### src/rtl/mdm_pkg.sv
// Package: shared constants, request type and divisor decode for the
// MDIO management master. Assumes clause-22 framing with 5-bit fields.
package mdm_pkg;

    localparam int PHY_W  = 5;
    localparam int REG_W  = 5;
    localparam int MDATA_W = 16;
    localparam int SEL_W  = 3;
    localparam int HALF_W = 5;

    // Word indices of the register window (byte offset / 4)
    localparam int WIX_CFG  = 0;
    localparam int WIX_CMD  = 1;
    localparam int WIX_ADDR = 2;
    localparam int WIX_CTRL = 3;
    localparam int WIX_STAT = 4;
    localparam int WIX_IND  = 5;

    typedef struct packed {
        logic               rd;
        logic [PHY_W-1:0]   phy;
        logic [REG_W-1:0]   regad;
        logic [MDATA_W-1:0] wdata;
    } mdm_req_t;

    // Half MDC period in system clocks for a divisor select code
    function automatic logic [HALF_W-1:0] half_period(input logic [SEL_W-1:0] sel);
        case (sel)
            3'd0:    return 5'd4;
            3'd1:    return 5'd4;
            3'd2:    return 5'd6;
            3'd3:    return 5'd8;
            3'd4:    return 5'd10;
            3'd5:    return 5'd14;
            3'd6:    return 5'd20;
            default: return 5'd28;
        endcase
    endfunction

endpackage

### src/rtl/mdm_regs.sv
// Register window: six word registers, start qualification and the
// not-valid / read-data capture. Assumes single-cycle bus accesses and
// combinational read data.
module mdm_regs
    import mdm_pkg::*;
#(
    parameter int DATA_W = 32,
    parameter int ADDR_W = 5
) (
    input  logic              clk,
    input  logic              rst_n,
    input  logic              bus_sel,
    input  logic              bus_we,
    input  logic [ADDR_W-1:0] bus_addr,
    input  logic [DATA_W-1:0] bus_wdata,
    output logic [DATA_W-1:0] bus_rdata,
    input  logic              busy_i,
    input  logic              rd_done_i,
    input  logic [MDATA_W-1:0] rd_value_i,
    output logic              start_o,
    output mdm_req_t          req_o,
    output logic [SEL_W-1:0]  div_sel_o,
    output logic              soft_rst_o
);

    localparam int WIX_W = ADDR_W - 2;

    logic [WIX_W-1:0]   wix;
    logic               wr_hit;
    logic               soft_rst_q;
    logic [SEL_W-1:0]   div_sel_q;
    logic               cmd_q;
    logic [PHY_W-1:0]   phy_q;
    logic [REG_W-1:0]   reg_q;
    logic [MDATA_W-1:0] ctrl_q;
    logic [MDATA_W-1:0] status_q;
    logic               nv_q;
    logic               wr_start;
    logic               rd_start;
    logic               unused_bits;

    assign wix    = bus_addr[ADDR_W-1:2];
    assign wr_hit = bus_sel && bus_we;

    // Start qualification: idle engine, no soft reset held
    assign wr_start = wr_hit && (wix == WIX_W'(WIX_CTRL)) && !busy_i && !soft_rst_q;
    assign rd_start = wr_hit && (wix == WIX_W'(WIX_CMD)) && bus_wdata[0] && !cmd_q
                      && !busy_i && !soft_rst_q;

    assign start_o      = wr_start || rd_start;
    assign req_o.rd     = rd_start;
    assign req_o.phy    = phy_q;
    assign req_o.regad  = reg_q;
    assign req_o.wdata  = bus_wdata[MDATA_W-1:0];
    assign div_sel_o    = div_sel_q;
    assign soft_rst_o   = soft_rst_q;

    // Configuration register: soft reset bit and divisor select
    always_ff @(posedge clk) begin
        if (!rst_n) begin
            soft_rst_q <= 1'b0;
            div_sel_q  <= '1;
        end else if (wr_hit && wix == WIX_W'(WIX_CFG)) begin
            soft_rst_q <= bus_wdata[DATA_W-1];
            div_sel_q  <= bus_wdata[SEL_W-1:0];
        end
    end

    // Command bit, stored even while busy so edges stay well defined
    always_ff @(posedge clk) begin
        if (!rst_n)
            cmd_q <= 1'b0;
        else if (wr_hit && wix == WIX_W'(WIX_CMD))
            cmd_q <= bus_wdata[0];
    end

    // Address register: PHY and register number fields
    always_ff @(posedge clk) begin
        if (!rst_n) begin
            phy_q <= '0;
            reg_q <= '0;
        end else if (wr_hit && wix == WIX_W'(WIX_ADDR)) begin
            phy_q <= bus_wdata[8 +: PHY_W];
            reg_q <= bus_wdata[0 +: REG_W];
        end
    end

    // Control register keeps only writes that launched a frame
    always_ff @(posedge clk) begin
        if (!rst_n)
            ctrl_q <= '0;
        else if (wr_start)
            ctrl_q <= bus_wdata[MDATA_W-1:0];
    end

    // Status register captures the read result at frame end
    always_ff @(posedge clk) begin
        if (!rst_n)
            status_q <= '0;
        else if (rd_done_i)
            status_q <= rd_value_i;
    end

    // Not-valid flag: set on read launch, cleared on capture or abort
    always_ff @(posedge clk) begin
        if (!rst_n || soft_rst_q)
            nv_q <= 1'b0;
        else if (rd_start)
            nv_q <= 1'b1;
        else if (rd_done_i)
            nv_q <= 1'b0;
    end

    // Read-back multiplexer
    always_comb begin
        bus_rdata = '0;
        case (wix)
            WIX_W'(WIX_CFG): begin
                bus_rdata[DATA_W-1]  = soft_rst_q;
                bus_rdata[SEL_W-1:0] = div_sel_q;
            end
            WIX_W'(WIX_CMD):  bus_rdata[0] = cmd_q;
            WIX_W'(WIX_ADDR): begin
                bus_rdata[8 +: PHY_W] = phy_q;
                bus_rdata[0 +: REG_W] = reg_q;
            end
            WIX_W'(WIX_CTRL): bus_rdata[MDATA_W-1:0] = ctrl_q;
            WIX_W'(WIX_STAT): bus_rdata[MDATA_W-1:0] = status_q;
            WIX_W'(WIX_IND): begin
                bus_rdata[0] = busy_i;
                bus_rdata[2] = nv_q;
            end
            default: bus_rdata = '0;
        endcase
    end

    assign unused_bits = ^{bus_addr[1:0], bus_wdata[DATA_W-2:MDATA_W]};

    AST_NV_ON_READ: assert property (@(posedge clk) disable iff (!rst_n)
        rd_start |=> (nv_q && busy_i));

    AST_STATUS_HOLD: assert property (@(posedge clk) disable iff (!rst_n)
        !rd_done_i |=> $stable(status_q));

endmodule

### src/rtl/mdm_mdc_gen.sv
// MDC generator: divides the system clock by a programmable half period
// while run is high; idles low otherwise. Emits one-cycle ticks on the
// system-clock edge where MDC rises or falls.
module mdm_mdc_gen
    import mdm_pkg::*;
(
    input  logic              clk,
    input  logic              rst_n,
    input  logic              run_i,
    input  logic [HALF_W-1:0] half_i,
    output logic              mdc_o,
    output logic              rise_tick_o,
    output logic              fall_tick_o
);

    logic [HALF_W-1:0] cnt_q;
    logic              mdc_q;
    logic              wrap;

    assign wrap        = run_i && (cnt_q == half_i - HALF_W'(1));
    assign rise_tick_o = wrap && !mdc_q;
    assign fall_tick_o = wrap && mdc_q;
    assign mdc_o       = mdc_q;

    // Half-period counter and MDC toggle
    always_ff @(posedge clk) begin
        if (!rst_n || !run_i) begin
            cnt_q <= '0;
            mdc_q <= 1'b0;
        end else if (wrap) begin
            cnt_q <= '0;
            mdc_q <= ~mdc_q;
        end else begin
            cnt_q <= cnt_q + HALF_W'(1);
        end
    end

endmodule

### src/rtl/mdm_frame.sv
// Frame engine: serialises one clause-22 frame MSB first, shifting on MDC
// falling ticks and sampling read data on rising ticks. Assumes the
// request is presented with a single-cycle start while idle.
module mdm_frame
    import mdm_pkg::*;
#(
    parameter int PRE_LEN = 32
) (
    input  logic               clk,
    input  logic               rst_n,
    input  logic               abort_i,
    input  logic               start_i,
    input  mdm_req_t           req_i,
    input  logic               rise_tick_i,
    input  logic               fall_tick_i,
    input  logic               mdc_i,
    input  logic               mdio_i,
    output logic               busy_o,
    output logic               mdio_o,
    output logic               mdio_oe,
    output logic               rd_done_o,
    output logic [MDATA_W-1:0] rd_value_o
);

    localparam int FRAME_BITS = PRE_LEN + 4 + PHY_W + REG_W + 2 + MDATA_W;
    localparam int BIT_W      = $clog2(FRAME_BITS);
    localparam int TA_POS     = PRE_LEN + 4 + PHY_W + REG_W;
    localparam int DAT_POS    = TA_POS + 2;
    localparam int LAST_POS   = FRAME_BITS - 1;

    logic                  busy_q;
    logic                  rd_q;
    logic [BIT_W-1:0]      bit_cnt;
    logic [FRAME_BITS-1:0] shreg;
    logic [MDATA_W-1:0]    cap_q;
    logic                  last_bit;

    // Build the full serial word for a request
    function automatic logic [FRAME_BITS-1:0] frame_word(input mdm_req_t r);
        return {{PRE_LEN{1'b1}}, 2'b01,
                (r.rd ? 2'b10 : 2'b01),
                r.phy, r.regad,
                (r.rd ? 2'b11 : 2'b10),
                (r.rd ? {MDATA_W{1'b1}} : r.wdata)};
    endfunction

    assign last_bit   = (bit_cnt == BIT_W'(LAST_POS));
    assign busy_o     = busy_q;
    assign mdio_o     = busy_q && shreg[FRAME_BITS-1];
    assign mdio_oe    = busy_q && !(rd_q && bit_cnt >= BIT_W'(TA_POS));
    assign rd_done_o  = busy_q && rd_q && fall_tick_i && last_bit && !abort_i;
    assign rd_value_o = cap_q;

    // Frame sequencing: load, shift on falling ticks, end after last bit
    always_ff @(posedge clk) begin
        if (!rst_n || abort_i) begin
            busy_q  <= 1'b0;
            rd_q    <= 1'b0;
            bit_cnt <= '0;
            shreg   <= '0;
        end else if (!busy_q) begin
            if (start_i) begin
                busy_q  <= 1'b1;
                rd_q    <= req_i.rd;
                bit_cnt <= '0;
                shreg   <= frame_word(req_i);
            end
        end else if (fall_tick_i) begin
            if (last_bit) begin
                busy_q <= 1'b0;
                rd_q   <= 1'b0;
            end else begin
                bit_cnt <= bit_cnt + BIT_W'(1);
                shreg   <= {shreg[FRAME_BITS-2:0], 1'b0};
            end
        end
    end

    // Read data capture on MDC rising ticks during the data field
    always_ff @(posedge clk) begin
        if (!rst_n)
            cap_q <= '0;
        else if (busy_q && rd_q && rise_tick_i && bit_cnt >= BIT_W'(DAT_POS))
            cap_q <= {cap_q[MDATA_W-2:0], mdio_i};
    end

    AST_MDIO_HOLD_HIGH: assert property (@(posedge clk) disable iff (!rst_n)
        (mdc_i && $past(mdc_i)) |-> $stable(mdio_o));

    AST_DONE_ENDS_BUSY: assert property (@(posedge clk) disable iff (!rst_n)
        rd_done_o |=> !busy_q);

    AST_BIT_HOLD: assert property (@(posedge clk) disable iff (!rst_n)
        (busy_q && !fall_tick_i && !abort_i) |=> $stable(bit_cnt));

endmodule

### src/rtl/mdio_mgmt_master.sv
// Top: register-mapped clause-22 MDIO management master. Connects the
// register window, the MDC generator and the frame engine. Assumes a
// synchronous single-cycle register bus and an external MDIO pull-up.
module mdio_mgmt_master
    import mdm_pkg::*;
#(
    parameter int DATA_W  = 32,
    parameter int ADDR_W  = 5,
    parameter int PRE_LEN = 32
) (
    input  logic              clk,
    input  logic              rst_n,
    input  logic              bus_sel,
    input  logic              bus_we,
    input  logic [ADDR_W-1:0] bus_addr,
    input  logic [DATA_W-1:0] bus_wdata,
    output logic [DATA_W-1:0] bus_rdata,
    output logic              mdc,
    output logic              mdio_o,
    output logic              mdio_oe,
    input  logic              mdio_i
);

    logic               busy;
    logic               rd_done;
    logic [MDATA_W-1:0] rd_value;
    logic               start;
    mdm_req_t           req;
    logic [SEL_W-1:0]   div_sel;
    logic               soft_rst;
    logic               rise_tick;
    logic               fall_tick;

    mdm_regs #(
        .DATA_W (DATA_W),
        .ADDR_W (ADDR_W)
    ) u_regs (
        .clk        (clk),
        .rst_n      (rst_n),
        .bus_sel    (bus_sel),
        .bus_we     (bus_we),
        .bus_addr   (bus_addr),
        .bus_wdata  (bus_wdata),
        .bus_rdata  (bus_rdata),
        .busy_i     (busy),
        .rd_done_i  (rd_done),
        .rd_value_i (rd_value),
        .start_o    (start),
        .req_o      (req),
        .div_sel_o  (div_sel),
        .soft_rst_o (soft_rst)
    );

    mdm_mdc_gen u_mdc (
        .clk         (clk),
        .rst_n       (rst_n),
        .run_i       (busy && !soft_rst),
        .half_i      (half_period(div_sel)),
        .mdc_o       (mdc),
        .rise_tick_o (rise_tick),
        .fall_tick_o (fall_tick)
    );

    mdm_frame #(
        .PRE_LEN (PRE_LEN)
    ) u_frame (
        .clk         (clk),
        .rst_n       (rst_n),
        .abort_i     (soft_rst),
        .start_i     (start),
        .req_i       (req),
        .rise_tick_i (rise_tick),
        .fall_tick_i (fall_tick),
        .mdc_i       (mdc),
        .mdio_i      (mdio_i),
        .busy_o      (busy),
        .mdio_o      (mdio_o),
        .mdio_oe     (mdio_oe),
        .rd_done_o   (rd_done),
        .rd_value_o  (rd_value)
    );

    AST_ABORT_IDLE: assert property (@(posedge clk) disable iff (!rst_n)
        soft_rst |=> (!busy && !mdc && !mdio_oe));

    AST_MDC_IDLE_LOW: assert property (@(posedge clk) disable iff (!rst_n)
        !busy |-> !mdc);

endmodule

### config.mk
export PLATFORM = sky130hd
export DESIGN_NAME = mdio_mgmt_master
export DESIGN_NICKNAME = d
export VERILOG_FILES = /design/src/rtl/mdm_pkg.sv /design/src/rtl/mdm_regs.sv /design/src/rtl/mdm_mdc_gen.sv /design/src/rtl/mdm_frame.sv /design/src/rtl/mdio_mgmt_master.sv
export SDC_FILE = /design/constraint.sdc
export NUM_CORES = 1
export LEC_CHECK = 0
export ABC_CLOCK_PERIOD_IN_PS = 3750
export CORE_UTILIZATION = 50
export CTS_CLUSTER_SIZE = 8
export DETAILED_ROUTE_END_ITERATION = 8
export GPL_ROUTABILITY_DRIVEN = 0
export PLACE_DENSITY = 0.75
export SKIP_CTS_REPAIR_TIMING = 1
export SYNTH_ARGS = -nofsm -noshare
export SYNTH_HDL_FRONTEND = slang
export SYNTH_HIERARCHICAL = 1
export SYNTH_SLANG_ARGS = --single-unit
export TNS_END_PERCENT = 100
### constraint.sdc
create_clock -name clk -period 3.75 [get_ports clk]
set_clock_uncertainty 0.05 [all_clocks]
set_input_delay 0.75 -clock clk [delete_from_list [all_inputs] [get_ports clk]]
set_output_delay 0.75 -clock clk [all_outputs]
set_load 0.05 [all_outputs]
### After elaboration in Yosys (flattened, before gate mapping)

Cells that the tools add are included.
W data, S select, Z words.

| storage, ports and cells | value |
|---|---|
| input port bits | 42 |
| bits in registers | 142 |
| logic and storage cells | 109 |
| output and inout port bits | 35 |

| operators by class | value |
|---|---|
| bitwise operators | 1 |
| add/subtract/negate cells | 3 |
| equality and inequality tests | 16 |
| order comparisons | 2 |
| muxes and demuxes | 30 |
| reductions and logical operators | 42 |

Operators with widths:

| operator | number |
|---|---|
| $mux W64 | 4 |
| $pmux W5 S6 | 1 |
| $logic_and A1 B1 Y1 | 24 |
| $mux W6 | 4 |
| $mux W16 | 1 |
| $eq A3 B3 Y1 const B | 5 |
| $pmux W5 S3 | 1 |
| $eq A3 B2 Y1 const B | 4 |
| $ge A6 B6 Y1 const B | 2 |
| $mux W1 | 12 |
| $pmux W3 S2 | 2 |
| $logic_not A1 Y1 | 7 |
| $add A6 B1 Y6 const B | 1 |
| $eq A3 B1 Y1 const B | 2 |
| $eq A6 B6 Y1 const B | 1 |
| $logic_not A3 Y1 | 2 |
| $pmux W1 S6 | 1 |
| $pmux W2 S3 | 1 |
| $reduce_and A3 Y1 | 2 |
| $add A5 B1 Y5 const B | 1 |
| $eq A5 B5 Y1 | 1 |
| $pmux W1 S5 | 1 |
| $sub A5 B1 Y5 const B | 1 |
| $ne A2 B2 Y1 const B | 2 |
| 7 further kinds | 11 |

### Logic depth before layout (Yosys ltp)

| depth | value |
|---|---|
| depth in word-level cells | 12 |
| depth in mapped cells | 14 |
| depth with buffers taken out | 12 |

### Hierarchy

The synthesis kept the hierarchy.

Modules (own cells, without submodules):

| module | cells an instance | area an instance (um^2) | times used |
|---|---|---|---|
| mdm_frame | 351 | 3493.4 | 1 |
| mdm_regs | 270 | 2493.6 | 1 |
| mdm_mdc_gen | 40 | 361.6 | 1 |
| mdio_mgmt_master | 9 | 52.6 | 1 |

### Least setup slack after synthesis

No wires, ideal clock.

| timing | value |
|---|---|
| kind | input to output |
| start point | input port bus_addr[2] |
| end point | output port bus_rdata[31] |
| slack | 0.120 ns |
| stages | 3 |
| data required time | 2.950 ns |
| arrival time | 2.830 ns |
| cell sequence | clkbuf_1 > buf_2 > nor4b_1 |

| on the way | value |
|---|---|
| word-level cells in the longest chain between the ends | 2 |

RTL lines:

| item | line | text |
|---|---|---|
| from (decl) | mdio_mgmt_master.sv:15 | `input logic [ADDR_W-1:0] bus_addr,` |
| $logic_not A3 Y1 | mdm_regs.sv:117 | `case (wix)` |
| $mux W1 | mdm_regs.sv:117 |  |
| to (decl) | mdio_mgmt_master.sv:17 | `output logic [DATA_W-1:0] bus_rdata,` |

No other way between the ends.

### Worst setup path in the final report

| timing | value |
|---|---|
| start point | input port bus_addr[4] |
| end point | output port bus_rdata[0] |

| on the way | value |
|---|---|
| word-level cells in the longest chain between the ends | 2 |
| elaborated cells between the ends (all ways) | 7 |

RTL lines:

| item | line |
|---|---|
| $eq A3 B3 Y1, or another cell as far along | mdm_regs.sv:117 |
| $pmux W1 S6 * | mdm_regs.sv:117 |

Mark *: on every way between the ends. The rest lies on a longest branch, timed or not.

==> impl_metrics.py <==
metrics = {
    "sta": {
        "min_period_ns": 3.31,
        "whs_ns": 0.414,
        "post-route-period-util_pct": 88.3,
        "worst_pin_slew_ns": 0.656,
        "setup_tns_ns": 0,
        "rsz0062_at_grt": "no",
        "finalHoldViolCount": 0,
        "fmax_mhz": 302,
        "finalSetupViolCount": 0,
        "relSlewSlack_pct": 55.7,
        "slew_viol_final": 0,
    },
    "logic_synthesis": {
        "synthFlopType": "dfxtp_1",
        "yosys_warnings": 6,
        "syn_avg_cell_area_um2": 9.55,
        "syn_area_mm2": 0.00640,
        "yosys_register_bits": 142,
        "synthArstFlopShare_pct": 0,
        "ys_types": 59,
        "syn_inst": 670,
        "synth-edff-count": 0,
        "ys_seq_area_share_pct": 44.4,
    },
    "critical_path": {
        "startpoint": "bus_addr[4]",
        "crit_path_end": "bus_rdata[0]",
        "crit_chain": "clkdlybuf4s50_1 > mux4_1 > inv_1 > o22ai_1 > buf_12",
        "r2r_start": "u_regs/div_sel_o[1]$_SDFFE_PN1P_",
        "critPathTopFamily": "buffers and inverters",
        "reg2reg_slack_ns": 0.49,
        "crit_buf_inv": 3,
        "start_kind": "primary input",
        "cpPeakStageDelay_ns": 0.75,
        "r2r-end": "u_frame/shreg[53]$_SDFFE_PP0P_",
        "slowest_stage": "clkdlybuf4s50_1",
        "crit_type": "primary input to primary output",
        "worstPathRequired_ns": 2.95,
        "end_kind": "primary output",
        "cp.arrival_ns": 2.51,
        "rr_worst_depth": 13,
        "path_depth": 5,
        "crit_path_max_fanout": 13,
    },
    "route": {
        "avgRoutedWirePerCell_um": 15.9,
        "drtIter0Drc": 290,
        "num_vias": 4867,
        "routed_wl_um": 13700,
        "first_pass_iters": 4,
        "ant_nets": 0,
        "viasPerCell": 5.61,
        "route.detailed.drc": 0,
    },
    "grt": {
        "grt_pass1_wl_um": 22700,
        "grt_pass1_vias": 4703,
        "grtUsageTotal_pct": 21.8,
        "grt_max_degree": 58,
        "antenna_found_initial": 0,
        "overflow": 0,
    },
    "power_and_ir_drop": {
        "p_leak_nw": 2.76,
        "p_per_area_mw_per_mm2": 460,
        "ir_drop_mv": 0.246,
    },
    "placed_design": {
        "port_buffers": 44,
        "place_area_mm2": 0.00697,
        "dp_cells": 835,
        "hpwl_um": 9170,
    },
    "final_layout": {
        "drive_gt1_share_pct": 12.0,
        "syn2layout_area_growth_pct": 18.4,
        "fin_cells": 867,
        "postLayoutCellArea_mm2": 0.00758,
        "antenna_cells": 0,
        "mostFrequentLayoutCells": "dfxtp_1, nand2_1, mux2i_1",
        "nNetsFinal": 732,
        "final_common_cell": "dfxtp_1",
    },
    "clock_network": {
        "clockBufferDepth": 2,
        "h-tree-depth": 4,
        "insertion_delay_ns": 0.41,
        "numCtsBuffers": 17,
        "cts_root_buf": "clkbuf_16",
        "path_clk_slew_ns": 0.06,
        "cts_sinks": 142,
        "cts_tree": "done",
    },
    "flow_run": {
        "drv_cap": 0,
    },
    "outcome": {
        "status": "complete, no violations",
    },
    "floorplan": {
        "core_mm2": 0.0123,
        "io_pins": 77,
        "fp.dieH_um": 115,
        "rows": 40,
        "die-area_mm2": 0.0133,
        "die_x_um": 115,
        "initial_core_util_pct": 52.2,
    },
    "worst_hold_path": {
        "hold_path_class": "flip-flop to flip-flop",
    },
}
## state kept, by name (all words and copies together) (netlist names)
register / flops
u_frame/rd_value_o: 16
u_frame/busy_o: 1
u_regs/div_sel_o: 3
u_frame/shreg: 64
u_frame/bit_cnt: 6
u_regs/status_q: 16
u_mdc/mdc_o: 1
u_regs/ctrl_q: 16
u_regs/soft_rst_o: 1
u_regs/cmd_q: 1
u_frame/rd_q: 1
u_regs/nv_q: 1
u_regs/reg_q: 5
u_regs/phy_q: 5
u_mdc/cnt_q: 5
## layout make-up
| cell class | count | area (µm²) |
|---|---|---|
| inverter | 8 | 30.0 |
| multi-input combinational | 451 | 3100 |
| fill | 990 | 4680 |
| timing repair buffer | 66 | 783 |
| sequential | 142 | 2840 |
| clock inverter | 9 | 106 |
| clock buffer | 23 | 508 |
| tap | 168 | 210 |
## cells in the mapped netlist, drive strengths merged (6+ instances only)
master	n	area, µm²
xnor2	7	61.3
dfxtp	142	2840
nand2b	10	62.6
nor2b	27	169
a21oi	8	43.8
o21ai	11	55.1
a22o	6	52.6
nor2	11	41.3
o22ai	17	106
inv	8	30.0
mux2i	67	671
nand2	99	374
a211oi	27	203
nand3	7	35.0
clkbuf	29	109
o221a	34	383
a21boi	16	120
buf	56	392
nor3	30	150
## worst reg2reg max path, stage by stage (launching register included)
cell      delay (ns)
dfxtp_1         0.43
nand2b_1        0.10
o21ai_1         0.17
inv_1           0.06
ha_1            0.29
xor2_1          0.15
nand3_1         0.13
nor4_1          0.42
and2_1          0.26
nand2_1         0.10
a21o_2          0.37
nand2_2         0.17
buf_4           0.26
o221a_1         0.24
## how the worst min path moves through the flow
stage                                         from                              to  cells after the start
global placement    u_frame/shreg[31]$_SDFFE_PP0P_  u_frame/shreg[31]$_SDFFE_PP0P_                      2
CTS                  u_regs/ctrl_q[2]$_SDFFE_PN0P_   u_regs/ctrl_q[2]$_SDFFE_PN0P_                      2
finish              u_regs/ctrl_q[11]$_SDFFE_PN0P_  u_regs/ctrl_q[11]$_SDFFE_PN0P_                      2
floorplan           u_frame/shreg[31]$_SDFFE_PP0P_  u_frame/shreg[31]$_SDFFE_PP0P_                      2
global route        u_regs/ctrl_q[11]$_SDFFE_PN0P_  u_regs/ctrl_q[11]$_SDFFE_PN0P_                      2
detailed placement  u_frame/shreg[31]$_SDFFE_PP0P_  u_frame/shreg[31]$_SDFFE_PP0P_                      2
## report_power, final
| group | switching (mW) | internal, mW | total, mW |
|---|---|---|---|
| Sequential | 0.0171 | 1.54 | 1.55 |
| Clock | 0.620 | 1.08 | 1.70 |
| Combinational | 0.142 | 0.0921 | 0.234 |
## layer usage
layer / part of all wire (%) / up-vias / wire length, µm / track usage (%)
met1: 45 / 2355 / 6250 / 27.8
met5: 0 / - / 0 / 0
met2: 50 / 102 / 6840 / 36.5
met3: 3.6 / 15 / 493 / 4.85
li1: - / 2395 / - / -
met4: 1.2 / 0 / 166 / 7.79
## through the flow
step	power, mW	setup WS, ns	util, %
6_report	3.49	0.441	61.8
5_1_grt	3.61	0.233	61.8
4_1_cts	3.52	0.452	61.8
3_5_place_dp	1.82	0.379	56.8
3_3_place_gp	1.81	0.436	56.8
2_1_floorplan	1.76	0.120	-
## cells by family after synthesis
logic type	synth area share [%]
mux	11.1
buf+inv	8.29
xor+xnor	1.51
compound gates	17.7
simple gates	16.2
fa+ha+maj	0.782
other cells	0.117
flops	44.4
Note: power is estimated with default switching activity, not from simulation.
